==> config.mk <==
export PLATFORM = sky130hd
export DESIGN_NAME = motor_drive_steer
export DESIGN_NICKNAME = d
export VERILOG_FILES = /design/src/rtl/mds_pkg.sv /design/src/rtl/mds_route.sv /design/src/rtl/mds_deadband.sv /design/src/rtl/mds_fault.sv /design/src/rtl/mds_outstage.sv /design/src/rtl/motor_drive_steer.sv
export SDC_FILE = /design/constraint.sdc
export NUM_CORES = 1
export LEC_CHECK = 0
export CAP_MARGIN = 20
export CORE_UTILIZATION = 35
export DETAILED_ROUTE_END_ITERATION = 6
export DONT_BUFFER_PORTS = 1
export PLACE_DENSITY = 0.52
export SLEW_MARGIN = 0
export SYNTH_ARGS = -nofsm -noshare
export SYNTH_HDL_FRONTEND = slang
export SYNTH_SLANG_ARGS = --single-unit
==> constraint.sdc <==
create_clock -name clk -period 2.27 [get_ports clk]
set_input_delay 0.3405 -clock clk [delete_from_list [all_inputs] [get_ports clk]]
set_output_delay 0.3405 -clock clk [all_outputs]
set_load 0.05 [all_outputs]
==> src/rtl/mds_pkg.sv <==
package mds_pkg;
    typedef enum logic [1:0] {
        SAFE_HIZ  = 2'b00,
        SAFE_LOW  = 2'b01,
        SAFE_HIGH = 2'b10,
        SAFE_RSVD = 2'b11
    } safe_e;

    typedef struct packed {
        logic to_high;
        logic to_low;
        logic alt;
    } route_t;
endpackage

==> src/rtl/mds_route.sv <==
module mds_route
    import mds_pkg::*;
#(
    parameter int NPAIR = 3
) (
    input  logic               pwm,
    input  logic [2*NPAIR-1:0] phase_en,
    input  route_t             route,
    output logic [2*NPAIR-1:0] req
);
    logic gate_hi;
    logic gate_lo;

    always_comb begin
        gate_hi = route.to_high ? pwm : 1'b1;
        if (route.to_low)
            gate_lo = (route.to_high && route.alt) ? ~pwm : pwm;
        else
            gate_lo = 1'b1;
    end

    for (genvar k = 0; k < NPAIR; k++) begin : g_pair
        assign req[k]         = phase_en[k] & gate_hi;
        assign req[k + NPAIR] = phase_en[k + NPAIR] & gate_lo;
    end
endmodule

==> src/rtl/mds_deadband.sv <==
module mds_deadband #(
    parameter int DT_W = 8
) (
    input  logic            clk,
    input  logic            rst_n,
    input  logic            hold,
    input  logic            req_hi,
    input  logic            req_lo,
    input  logic [DT_W-1:0] dead,
    output logic            act_hi,
    output logic            act_lo
);
    localparam logic [DT_W-1:0] ONE = 1;

    typedef struct packed {
        logic            act_hi;
        logic            act_lo;
        logic [DT_W-1:0] off_hi;
        logic [DT_W-1:0] off_lo;
    } st_t;

    st_t st_d, st_q;

    always_comb begin
        st_d        = st_q;
        st_d.act_hi = !hold && req_hi && !st_q.act_lo && (st_q.off_lo >= dead);
        st_d.act_lo = !hold && req_lo && !st_q.act_hi && !st_d.act_hi
                      && (st_q.off_hi >= dead);
        if (st_d.act_hi)
            st_d.off_hi = '0;
        else if (st_q.off_hi != '1)
            st_d.off_hi = st_q.off_hi + ONE;
        if (st_d.act_lo)
            st_d.off_lo = '0;
        else if (st_q.off_lo != '1)
            st_d.off_lo = st_q.off_lo + ONE;
    end

    always_ff @(posedge clk or negedge rst_n) begin
        if (!rst_n)
            st_q <= '{act_hi: 1'b0, act_lo: 1'b0, off_hi: '1, off_lo: '1};
        else
            st_q <= st_d;
    end

    assign act_hi = st_q.act_hi;
    assign act_lo = st_q.act_lo;
endmodule

==> src/rtl/mds_fault.sv <==
module mds_fault #(
    parameter int SYNC_STAGES = 2
) (
    input  logic clk,
    input  logic rst_n,
    input  logic stop_n,
    input  logic clr,
    output logic fault
);
    typedef struct packed {
        logic [SYNC_STAGES-1:0] sync;
        logic                   fault;
    } st_t;

    st_t st_d, st_q;
    logic stop_s;

    assign stop_s = st_q.sync[SYNC_STAGES-1];

    always_comb begin
        st_d      = st_q;
        st_d.sync = {st_q.sync[SYNC_STAGES-2:0], stop_n};
        if (!stop_s)
            st_d.fault = 1'b1;
        else if (clr)
            st_d.fault = 1'b0;
    end

    always_ff @(posedge clk or negedge rst_n) begin
        if (!rst_n)
            st_q <= '{sync: '1, fault: 1'b0};
        else
            st_q <= st_d;
    end

    assign fault = st_q.fault;
endmodule

==> src/rtl/mds_outstage.sv <==
module mds_outstage
    import mds_pkg::*;
#(
    parameter int NCH = 6
) (
    input  logic [NCH-1:0] act,
    input  logic           chop_en,
    input  logic           chop_in,
    input  logic [NCH-1:0] pol,
    input  logic           safe_now,
    input  logic [1:0]     safe_sel,
    output logic [NCH-1:0] lvl,
    output logic [NCH-1:0] oe
);
    logic [NCH-1:0] gated;

    always_comb begin
        gated = chop_en ? (act & {NCH{chop_in}}) : act;
        lvl   = gated ^ pol;
        oe    = '1;
        if (safe_now) begin
            unique case (safe_e'(safe_sel))
                SAFE_LOW:  begin lvl = '0; oe = '1; end
                SAFE_HIGH: begin lvl = '1; oe = '1; end
                default:   begin lvl = '0; oe = '0; end
            endcase
        end
    end
endmodule

==> src/rtl/motor_drive_steer.sv <==
module motor_drive_steer
    import mds_pkg::*;
#(
    parameter int NPAIR       = 3,
    parameter int DT_W        = 8,
    parameter int SYNC_STAGES = 2
) (
    input  logic                 clk,
    input  logic                 rst_n,
    input  logic                 pwm_in,
    input  logic [2*NPAIR-1:0]   phase_en,
    input  logic                 route_high,
    input  logic                 route_low,
    input  logic                 alt_mode,
    input  logic [DT_W-1:0]      dead_cycles,
    input  logic                 chop_en,
    input  logic                 chop_in,
    input  logic [2*NPAIR-1:0]   polarity,
    input  logic                 sw_force_n,
    input  logic                 estop_n,
    input  logic [1:0]           safe_sel,
    input  logic                 fault_clr,
    output logic [2*NPAIR-1:0]   drive_lvl,
    output logic [2*NPAIR-1:0]   drive_oe,
    output logic                 fault_flag
);
    localparam int NCH = 2 * NPAIR;

    route_t         route;
    logic [NCH-1:0] req;
    logic [NCH-1:0] act;
    logic           hold;
    logic           safe_now;

    assign route    = '{to_high: route_high, to_low: route_low, alt: alt_mode};
    assign hold     = ~sw_force_n | fault_flag;
    assign safe_now = ~sw_force_n | ~estop_n | fault_flag;

    mds_route #(.NPAIR(NPAIR)) u_route (
        .pwm      (pwm_in),
        .phase_en (phase_en),
        .route    (route),
        .req      (req)
    );

    for (genvar k = 0; k < NPAIR; k++) begin : g_bridge
        mds_deadband #(.DT_W(DT_W)) u_db (
            .clk    (clk),
            .rst_n  (rst_n),
            .hold   (hold),
            .req_hi (req[k]),
            .req_lo (req[k + NPAIR]),
            .dead   (dead_cycles),
            .act_hi (act[k]),
            .act_lo (act[k + NPAIR])
        );
    end

    mds_fault #(.SYNC_STAGES(SYNC_STAGES)) u_fault (
        .clk    (clk),
        .rst_n  (rst_n),
        .stop_n (estop_n),
        .clr    (fault_clr),
        .fault  (fault_flag)
    );

    mds_outstage #(.NCH(NCH)) u_out (
        .act      (act),
        .chop_en  (chop_en),
        .chop_in  (chop_in),
        .pol      (polarity),
        .safe_now (safe_now),
        .safe_sel (safe_sel),
        .lvl      (drive_lvl),
        .oe       (drive_oe)
    );
endmodule

==> results.txt <==
The final route contains 3,151 vias. sky130_fd_sc_hd__ha_1 is the most common cell in the netlist. The first routing iteration left about 110 violations. The max-slew violation count came out at 0. The final layout contains 532 nets.

The worst register-to-register path ends at g_bridge[2].u_db.st_q[4]$_DFFE_PN1P_. The async set or reset register ratio after synthesis is 100%. The upper clock frequency limit came out at roughly 460 MHz. The smallest clock period supported by the final layout is computed as between 2 and 2.5 ns. The multi-input combinational cells in the finished layout cover a total of roughly 2500 sq um.

The tree is rooted in a sky130_fd_sc_hd__clkbuf_16. The core area is ~12,000 sq um. After clock tree synthesis, the clock-pin slew on the worst setup and hold paths is 0.05 ns.

The total of endpoints with negative setup slack in the final report is 0. The clock arrives with about 0.0049 ns of skew. The CTS buffer count came out at 9. The path depth of the worst reg2reg path came out at 9. The count of flip-flops with a built-in enable after synthesis came out at 0. The effective utilization at floorplan came out at 36.2%. The startpoint of the most critical hold path is fault_clr. The run finished, with violations left.

In this run the biggest area consumer among cell types represents between 30% and 40% of the synthesized area. The number of buffers inserted by port buffering is 0. A synthesized cell averages 9.95 sq um. The clock passes through at most 2 buffers. The power density normalized to cell area came out at between 1000 and 1500 nW/um^2. The reported max-cap violation count is 0.

At the end of routability-driven placement, the weighted congestion stood at around 0.77. The overall die area is approximately 12,000 sq um. The commonest cells after synthesis are sky130_fd_sc_hd__ha_1, sky130_fd_sc_hd__dfstp_2, sky130_fd_sc_hd__a21oi_1. The most critical setup path has its endpoint at g_bridge[2].u_db.st_q[4]$_DFFE_PN1P_. The hold path depth came out at 1. The most used flip-flop cell after synthesis is sky130_fd_sc_hd__dfstp_2. STA classifies the critical path startpoint as a flip-flop. The origin of the critical flop-to-flop path is g_bridge[2].u_db.st_q[0]$_DFFE_PN1P_. The via count of the first global-routing pass came out at 3,091. The total standard cell area after synthesis is 4170 sq um.

The DRC violation count after routing is 12. Headroom to the max-slew limit came out at 69.9%. For this run, the detailed router's first-pass iteration total came to 6.

In the post-synthesis netlist, the biggest area contributors are sky130_fd_sc_hd__dfstp_2, sky130_fd_sc_hd__ha_1, sky130_fd_sc_hd__a21oi_1. The worst-case setup slack after placement is between 0.015 and 0.02 ns. The sort of element at the end of the critical path is a flip-flop. The number of antenna repair diodes is 0.

The warning count from the yosys run came out at 0. The setup path with the least slack is of type flip-flop to flip-flop. The global-route total usage across every layer came out at ~17%. The register area share after synthesis is a little over a third. The number of standard cells after synthesis came out at 419. The sum of internal, switching and leakage power is slightly above 6000 uW. After legalization and detailed placement, the total HPWL measured slightly above 7 mm. At the end of the flow the core is filled with cells to between 40% and 50%. The count of fill cells added during filler insertion is 1,125.

The overflow left after global routing is 0. Entering global routing, the biggest net connects 58 pins. The maximum net fanout on the critical path is 8.

In this run the worst hold path is classified as input port to flip-flop. Tracing the worst setup path back leads to its startpoint at g_bridge[2].u_db.st_q[0]$_DFFE_PN1P_. The number of failing hold endpoints at the final stage came to 0. The detailed-route vias per instance came out at between 5 and 6. The floorplan die width came out at about 110 microns. The detail route stage leaves a number of antenna-violating nets equal to 0. Once routing completed, OpenROAD measured the worst setup slack at around 0.09 ns.

The synthesized design spends more area on one cell type than any other, namely sky130_fd_sc_hd__dfstp_2. TritonCTS built the clock tree. The number of register bits inferred by synthesis came out at between 50 and 60. The maximum resistive drop on vdd came out at roughly 360 uV. The number of unique standard cell types used by synthesis is 49. The required time of the worst setup path is about 2.5 ns. The number of primary I/O pins came out at 46. The share of the cycle needed by the critical path after routing is slightly below 100%. The sink count of the clock tree is 57. The checks that failed: DRC. The static leakage is around 0.0021 uW. The routed wire length per instance came out at between 15 and 20 microns. The post-synth net total is 507. The sequential cell area came out at approximately 1500 sq um. The total number of placement rows is 39. The first-pass GRT wire length came out at around 16 mm.

For the pin with the worst max-slew slack, the measured transition is around 0.45 ns. The data arrival time of the critical path came out at roughly 2.4 ns. The clock insertion delay at the later pin of the skew report came out at ~0.33 ns.

The die is roughly 110 microns tall. The initial antenna violation count came to 0. The total length of routed wires came out at 9.69 mm. The worst-case register-to-register setup slack is about 0.088 ns. The relative area change from synthesis to final layout is 15.5%. CTS built an H-tree with a depth of 3.

Cells with a size suffix above 1 make up 27.8% of the layout.
==> cell families after synthesis <==
group | share of synthesized area [%]
AND/OR/NAND/NOR | 17.6
flip-flops | 35.7
XOR/XNOR | 4.83
buffers and inverters | 4.62
adder cells (fa/ha/maj) | 16.5
multiplexers | 2.19
AO/OA/AOI/OAI | 18.5
==> power breakdown <==
part / switching [uW] / internal, uW
Sequential: 612 / 1820
Clock: 455 / 791
Combinational: 1280 / 1190
Total: 2350 / 3800
==> worst max-delay path, stage by stage (launching register included) <==
cell	delay (ns)
sky130_fd_sc_hd__dfstp_2	0.54
sky130_fd_sc_hd__inv_1	0.07
sky130_fd_sc_hd__ha_1	0.26
sky130_fd_sc_hd__nand2b_1	0.12
sky130_fd_sc_hd__a2111oi_2	0.08
sky130_fd_sc_hd__a2111oi_1	0.36
sky130_fd_sc_hd__o21ai_1	0.13
sky130_fd_sc_hd__buf_6	0.15
sky130_fd_sc_hd__buf_4	0.13
sky130_fd_sc_hd__a221oi_2	0.24
==> metrics by stage <==
step / hold slack [ns] / instance area, sq um / cells / TNS (ns)
6_report: 0.126 / 4820 / 592 / 0
5_1_grt: 0.111 / 4820 / 592 / -0.0626
4_1_cts: 0.118 / 4720 / 585 / 0
3_5_place_dp: 0.0482 / 4400 / 566 / 0
3_3_place_gp: 0.0483 / 4400 / 566 / 0
2_1_floorplan: 0.0449 / 4170 / 419 / 0
==> worst min-delay path by stage <==
stage,slack (ns),endpoint
6_report,0.13,u_fault.fault$_DFFE_PN0P_
5_1_grt,0.11,u_fault.fault$_DFFE_PN0P_
4_1_cts,0.12,u_fault.fault$_DFFE_PN0P_
3_5_place_dp,0.05,g_bridge[2].u_db.act_hi$_DFF_PN0_
3_3_place_gp,0.05,g_bridge[2].u_db.act_hi$_DFF_PN0_
2_1_floorplan,0.04,g_bridge[0].u_db.act_hi$_DFF_PN0_
==> layout make-up <==
cell class	instances	area share, %
multi-input cells	326	52.7
well taps	143	3.71
flip-flops and latches	57	30.9
inverters	23	1.95
repair buffers	27	5.06
clock inverters	3	0.312
clock buffers	13	5.40
==> routing by layer <==
metal | global-route usage (%) | vias up | wire length (microns) | share of wire (%)
met5 | 0 | - | 0 | 0
met4 | 6.22 | 0 | 110 | 1.1
met3 | 3.66 | 8 | 343 | 3.5
met2 | 27.8 | 53 | 4660 | 48
met1 | 20.7 | 1504 | 4570 | 47
li1 | - | 1586 | - | -
==> cell usage in the layout (no fill, tap or decap), types with 9 or more instances in the layout <==
cell                         n
sky130_fd_sc_hd__inv_1      20
sky130_fd_sc_hd__nand3_1    23
sky130_fd_sc_hd__o21ai_0    23
sky130_fd_sc_hd__nand2_1    26
sky130_fd_sc_hd__and3_1     11
sky130_fd_sc_hd__dfstp_2    50
sky130_fd_sc_hd__buf_4      22
sky130_fd_sc_hd__xnor2_1     9
sky130_fd_sc_hd__a21oi_1    38
sky130_fd_sc_hd__xor2_1     14
sky130_fd_sc_hd__ha_1       55
sky130_fd_sc_hd__clkbuf_16   9
sky130_fd_sc_hd__nor2_1     26
sky130_fd_sc_hd__a31oi_1    11
==> repair_timing <==
action,in CTS,in global routing
gates resized for setup,1,11
endpoints found under the hold margin,58,0
setup endpoints to repair,1,12
hold buffers,3,0
pin swaps,0,4
buffers inserted,0,7
==> registers in the layout, summed over array words and instances (netlist names) <==
signal / count
u_fault.st_q: 1
u_fault.st_d: 1
g_bridge.u_db.act_lo: 3
u_fault.fault: 1
g_bridge.u_db.act_hi: 3
g_bridge.u_db.st_q: 48
(Power assumes the default switching activity.)
